### config.mk
export PLATFORM = sky130hd
export DESIGN_NAME = i2s_clkgen
export DESIGN_NICKNAME = d
export VERILOG_FILES = /design/src/rtl/i2s_clkgen_pkg.sv /design/src/rtl/i2s_bitclk_div.sv /design/src/rtl/i2s_cfg_hold.sv /design/src/rtl/i2s_frame_div.sv /design/src/rtl/i2s_clkgen.sv
export SDC_FILE = /design/constraint.sdc
export NUM_CORES = 1
export LEC_CHECK = 0
export CAP_MARGIN = 20
export CORE_AREA = 8 8 48 50
export CTS_CLUSTER_SIZE = 24
export DETAILED_ROUTE_END_ITERATION = 10
export DIE_AREA = 0 0 56 58
export PLACE_DENSITY = 0.69
export SLEW_MARGIN = 20
export SYNTH_ARGS = -nofsm -noshare
export SYNTH_HDL_FRONTEND = slang
export SYNTH_SLANG_ARGS = --single-unit
### constraint.sdc
create_clock -name mst_clk -period 2 [get_ports mst_clk]
set_clock_uncertainty 0.05 [all_clocks]
set_input_delay 0.4 -clock mst_clk [delete_from_list [all_inputs] [get_ports mst_clk]]
set_output_delay 0.4 -clock mst_clk [all_outputs]
set_load 0.05 [all_outputs]
### src/rtl/i2s_clkgen_pkg.sv
package i2s_clkgen_pkg;

    // Frame ratio codes; the code value is the left-shift applied to the base half period
    typedef enum logic [1:0] {
        FR_DIV32  = 2'b00,
        FR_DIV64  = 2'b01,
        FR_DIV128 = 2'b10,
        FR_HOLD   = 2'b11
    } frame_sel_e;

    typedef struct packed {
        logic       slow;
        frame_sel_e frame;
    } clk_cfg_t;

endpackage

### src/rtl/i2s_bitclk_div.sv
module i2s_bitclk_div #(
    parameter int HALF_FAST = 1,
    parameter int HALF_SLOW = 2
) (
    input  logic clk,
    input  logic rst_n,
    input  logic en,
    input  logic slow,
    output logic bit_clk,
    output logic fall_evt
);

    localparam int HALF_MAX = (HALF_SLOW > HALF_FAST) ? HALF_SLOW : HALF_FAST;
    localparam int CW       = (HALF_MAX > 1) ? $clog2(HALF_MAX) : 1;

    typedef struct packed {
        logic [CW-1:0] cnt;
        logic          level;
    } bit_st_t;

    bit_st_t       s_d, s_q;
    logic [CW-1:0] last;

    always_comb begin
        last     = slow ? CW'(HALF_SLOW - 1) : CW'(HALF_FAST - 1);
        s_d      = s_q;
        fall_evt = 1'b0;
        if (!en) begin
            s_d = '0;
        end else if (s_q.cnt == last) begin
            s_d.cnt   = '0;
            s_d.level = ~s_q.level;
            fall_evt  = s_q.level;
        end else begin
            s_d.cnt = s_q.cnt + CW'(1);
        end
    end

    always_ff @(posedge clk or negedge rst_n) begin
        if (!rst_n) s_q <= '0;
        else        s_q <= s_d;
    end

    assign bit_clk = s_q.level;

endmodule

### src/rtl/i2s_cfg_hold.sv
module i2s_cfg_hold
    import i2s_clkgen_pkg::*;
(
    input  logic     clk,
    input  logic     rst_n,
    input  logic     en,
    input  logic     fall_evt,
    input  clk_cfg_t cfg_in,
    output clk_cfg_t cfg,
    output logic     restart
);

    clk_cfg_t cfg_d, cfg_q;

    always_comb begin
        // A new setting is adopted only on a bit-clock falling edge while running
        restart = en && fall_evt && (cfg_in != cfg_q);
        cfg_d   = (!en || restart) ? cfg_in : cfg_q;
    end

    always_ff @(posedge clk or negedge rst_n) begin
        if (!rst_n) cfg_q <= '0;
        else        cfg_q <= cfg_d;
    end

    assign cfg = cfg_q;

endmodule

### src/rtl/i2s_frame_div.sv
module i2s_frame_div
    import i2s_clkgen_pkg::*;
#(
    parameter int BASE_HALF = 16
) (
    input  logic       clk,
    input  logic       rst_n,
    input  logic       en,
    input  logic       fall_evt,
    input  logic       restart,
    input  frame_sel_e sel,
    output logic       frame_clk
);

    localparam int HALF_MAX = BASE_HALF * 4;
    localparam int CW       = $clog2(HALF_MAX);
    localparam int LW       = CW + 1;

    typedef struct packed {
        logic [CW-1:0] cnt;
        logic          level;
    } frm_st_t;

    frm_st_t       s_d, s_q;
    logic [LW-1:0] lim;

    always_comb begin
        lim = LW'(BASE_HALF) << sel;
        s_d = s_q;
        if (!en || restart || sel == FR_HOLD) begin
            s_d = '0;
        end else if (fall_evt) begin
            if ({1'b0, s_q.cnt} == lim - LW'(1)) begin
                s_d.cnt   = '0;
                s_d.level = ~s_q.level;
            end else begin
                s_d.cnt = s_q.cnt + CW'(1);
            end
        end
    end

    always_ff @(posedge clk or negedge rst_n) begin
        if (!rst_n) s_q <= '0;
        else        s_q <= s_d;
    end

    assign frame_clk = s_q.level;

endmodule

### src/rtl/i2s_clkgen.sv
module i2s_clkgen
    import i2s_clkgen_pkg::*;
#(
    parameter int BIT_HALF_FAST   = 1,
    parameter int BIT_HALF_SLOW   = 2,
    parameter int FRAME_BASE_HALF = 16
) (
    input  logic       mst_clk,
    input  logic       rst_n,
    input  logic       enable,
    input  logic       bit_div4,
    input  logic [1:0] frame_sel,
    output logic       bit_clk,
    output logic       frame_clk
);

    clk_cfg_t cfg_in;
    clk_cfg_t cfg_act;
    logic     fall_evt;
    logic     restart;

    always_comb begin
        cfg_in.slow  = bit_div4;
        cfg_in.frame = frame_sel_e'(frame_sel);
    end

    i2s_cfg_hold u_cfg (
        .clk      (mst_clk),
        .rst_n    (rst_n),
        .en       (enable),
        .fall_evt (fall_evt),
        .cfg_in   (cfg_in),
        .cfg      (cfg_act),
        .restart  (restart)
    );

    i2s_bitclk_div #(
        .HALF_FAST (BIT_HALF_FAST),
        .HALF_SLOW (BIT_HALF_SLOW)
    ) u_bit (
        .clk      (mst_clk),
        .rst_n    (rst_n),
        .en       (enable),
        .slow     (cfg_act.slow),
        .bit_clk  (bit_clk),
        .fall_evt (fall_evt)
    );

    i2s_frame_div #(
        .BASE_HALF (FRAME_BASE_HALF)
    ) u_frame (
        .clk       (mst_clk),
        .rst_n     (rst_n),
        .en        (enable),
        .fall_evt  (fall_evt),
        .restart   (restart),
        .sel       (cfg_act.frame),
        .frame_clk (frame_clk)
    );

endmodule

==> summary.txt <==
Run status
  – Status: completed

Worst setup path
  – CP Data Required Time: 1.55 ns
  – Worst setup SP type: flop
  – Delay-heaviest family, CP: buffers and inverters
  – Worst-path maximum fanout: 2
  – CP max-delay cell: clkdlybuf4s50_1
  – Crit. End Element: output pin
  – Crit Path Class: flop to output pin
  – Crit path buffers/inverters: 1
  – CP arrival: 1.42 ns
  – Crit. path cell count: 1
  – Crit path cell chain: clkdlybuf4s50_1
  – Worst reg2reg path depth: 6
  – Slowest stage delay, CP: 0.81 ns

Synth
  – Post-synth top area cell: dfrtp_1
  – Syn Nets: 73
  – FF+latch count, synth: 12
  – Synth Warn #: 0
  – Dominant cells by area after synthesis: dfrtp_1, mux2_1, ha_1, a21boi_2, nand2_1
  – Synth Cell Area: 681 um^2
  – Register area share after synthesis: 0.441
  – Yosys cell types: 28
  – Synth top cells by count: dfrtp_1, nand2_1, inv_1, nor2_1, nand3_1
  – Synth Area per Inst: 10.5 um^2
  – Leading register cell type out of synthesis: dfrtp_1
  – Dominant cell by count in the synthesized netlist: dfrtp_1
  – Cells after Synth: 65
  – Post-synth EDFFs: 0
  – Synth top area share: 0.441
  – Post-synth ARST share: 1.00

Floorplan
  – Die Y: 58 um
  – Die area: 0.00325 mm^2
  – Die Span X: 56 um
  – IO Count: 8
  – Initial Utilization: 0.422
  – Core Area: 0.00161 mm^2
  – Std-Cell Rows: 15

Drt
  – Via count: 494
  – Drt total wl: 1180 um
  – DRT iter0 DRCs: 11
  – Number of remaining DRC errors: 0
  – 1st-pass router iterations: 3
  – DR WL/cell: 12.7 um
  – Post-route ant nets: 0
  – Vias/cell: 5.31

STA
  – Final Setup Violations: 0
  – Final Hold Viols: 0
  – Slew @ Worst Pin: 0.525 ns
  – Fmax: 0.535 GHz
  – Tcrit/Tclk final: 0.934
  – Setup TNS: 0 ns
  – Slew HR: 0.649
  – Pins Over Slew Limit: 0
  – Hold WS: 0.431 ns
  – Final worst path period need: 1.87 ns
  – RSZ-0062 raised after global routing: false

Place
  – # placed instances: 90
  – HPWL after detailed placement: 909 um
  – IO buf count: 7
  – Routability Congestion: 0.758

GRT
  – Pin count of the biggest net entering global routing: 13
  – First-pass GRT wire length: 2210 um
  – Gr ovfl total: 0
  – Gr usage total: 0.0840
  – Via count of the first global-routing pass: 506
  – Initial antenna violation count: 0

Clock tree
  – Root buf cell: clkbuf_4
  – TritonCTS clock tree: yes
  – Clk_lat worst skew: 0.26 ns
  – Clock transition at the registers of the reported paths: 0.07 ns
  – H-tree levels: 1
  – Setup bufs post-CTS: 0
  – Clock Sinks: 12
  – Max Root-Sink Buffers: 2
  – Cts hold-fix bufs: 0
  – Resize count post-CTS: 0
  – Cts bufs inserted: 3

Power
  – PD cells: 806 mW/mm^2
  – LEAKAGE: 0.336 nW
  – Peak supply drop: 374 uV

Worst hold path
  – Worst hold-check path type: input port to asynchronous set/reset pin

Finish
  – Core Util, Final: 0.495
  – Diodes inserted: 0
  – Final Instance Count excl. Fillers: 93
  – Filler instances: 147
  – Area grow syn2layout: 17.5%
  – Share of layout cells above drive strength 1: 0.171
  – Fin nets: 86

Flow run
  – Max-cap violations: 0
## sequential cells by signal (all words and copies together), names as in the netlist
register and cells:
u_frame.frame_clk 1, u_bit.bit_clk 1, u_cfg.cfg 3, u_frame.s_q 6, u_bit.s_q 1
## cells by family after synthesis
logic type | share of synthesized area
AOI/OAI and AO/OA | 0.178
xor gates and xnor gates | 0.0754
adders and majority gates | 0.0368
buffers and inverters | 0.0386
DFF | 0.441
muxes | 0.0496
and+or+nand+nor | 0.180
## power by group
part           switching [W]  leakage (nW)  total [W]  internal [W]
clock network      0.0000705        0.0138   0.000140     0.0000695
registers          0.0000358         0.159   0.000305      0.000269
logic               0.000104         0.164   0.000200     0.0000959
## placed cells by master (no fill, tap or decap), drive strengths merged
cell / instances
xnor2: 2
clkdlybuf4s50: 6
buf: 3
or3: 1
o21ai: 1
inv: 5
nand3: 4
clkbuf: 3
nand4b: 1
a32oi: 1
and4bb: 1
nand2: 6
mux2: 3
xor2: 3
a2bb2oi: 1
nor2: 5
and3: 1
o31ai: 1
nand2b: 2
o21a: 1
dfrtp: 12
a21oi: 3
o311ai: 1
a21boi: 2
a211oi: 1
o22ai: 2
and2: 2
ha: 2
## metrics by stage
stage / worst slack [ns] / cell area, um^2 / total power, W
finish: 0.132 / 800 / 0.000645
detailed placement: 0.00790 / 777 / 0.000509
CTS: 0.115 / 800 / 0.000651
floorplan: 0.304 / 681 / 0.000449
global route: 0.0727 / 800 / 0.000692
global placement: 0.0651 / 777 / 0.000508
## worst paths after layout
path / from / end / slack (ns)
setup reg to reg: u_frame.s_q[1]$_DFFE_PN0P_ / u_frame.s_q[6]$_DFFE_PN0P_ / 0.35
setup / recovery: u_frame.frame_clk$_DFFE_PN0P_ / frame_clk / 0.13
min in group mst_clk: u_frame.s_q[1]$_DFFE_PN0P_ / u_frame.s_q[1]$_DFFE_PN0P_ / 0.48
hold reg to reg: u_frame.s_q[1]$_DFFE_PN0P_ / u_frame.s_q[1]$_DFFE_PN0P_ / 0.48
hold / removal: rst_n / u_cfg.cfg[2]$_DFFE_PN0P_ / 0.43
max in group asynchronous: rst_n / u_frame.s_q[6]$_DFFE_PN0P_ / 1.12
## layout make-up
cell class                      count  area, um^2  share of cell area
Multi-Input combinational cell     47         354               0.443
Sequential cell                    12         300               0.376
Timing Repair Buffer                9        82.6               0.103
Tap cell                           17        21.3              0.0266
Inverter                            5        18.8              0.0235
Clock buffer                        3        22.5              0.0282
## layer usage
layer	vias up	wire, um	track usage
met5	-	0	0
met4	0	27	0.0722
met3	2	35	0.0197
met2	5	510	0.120
met1	233	608	0.103
li1	254	-	-
No activity file was read; power rests on OpenSTA's default activity.
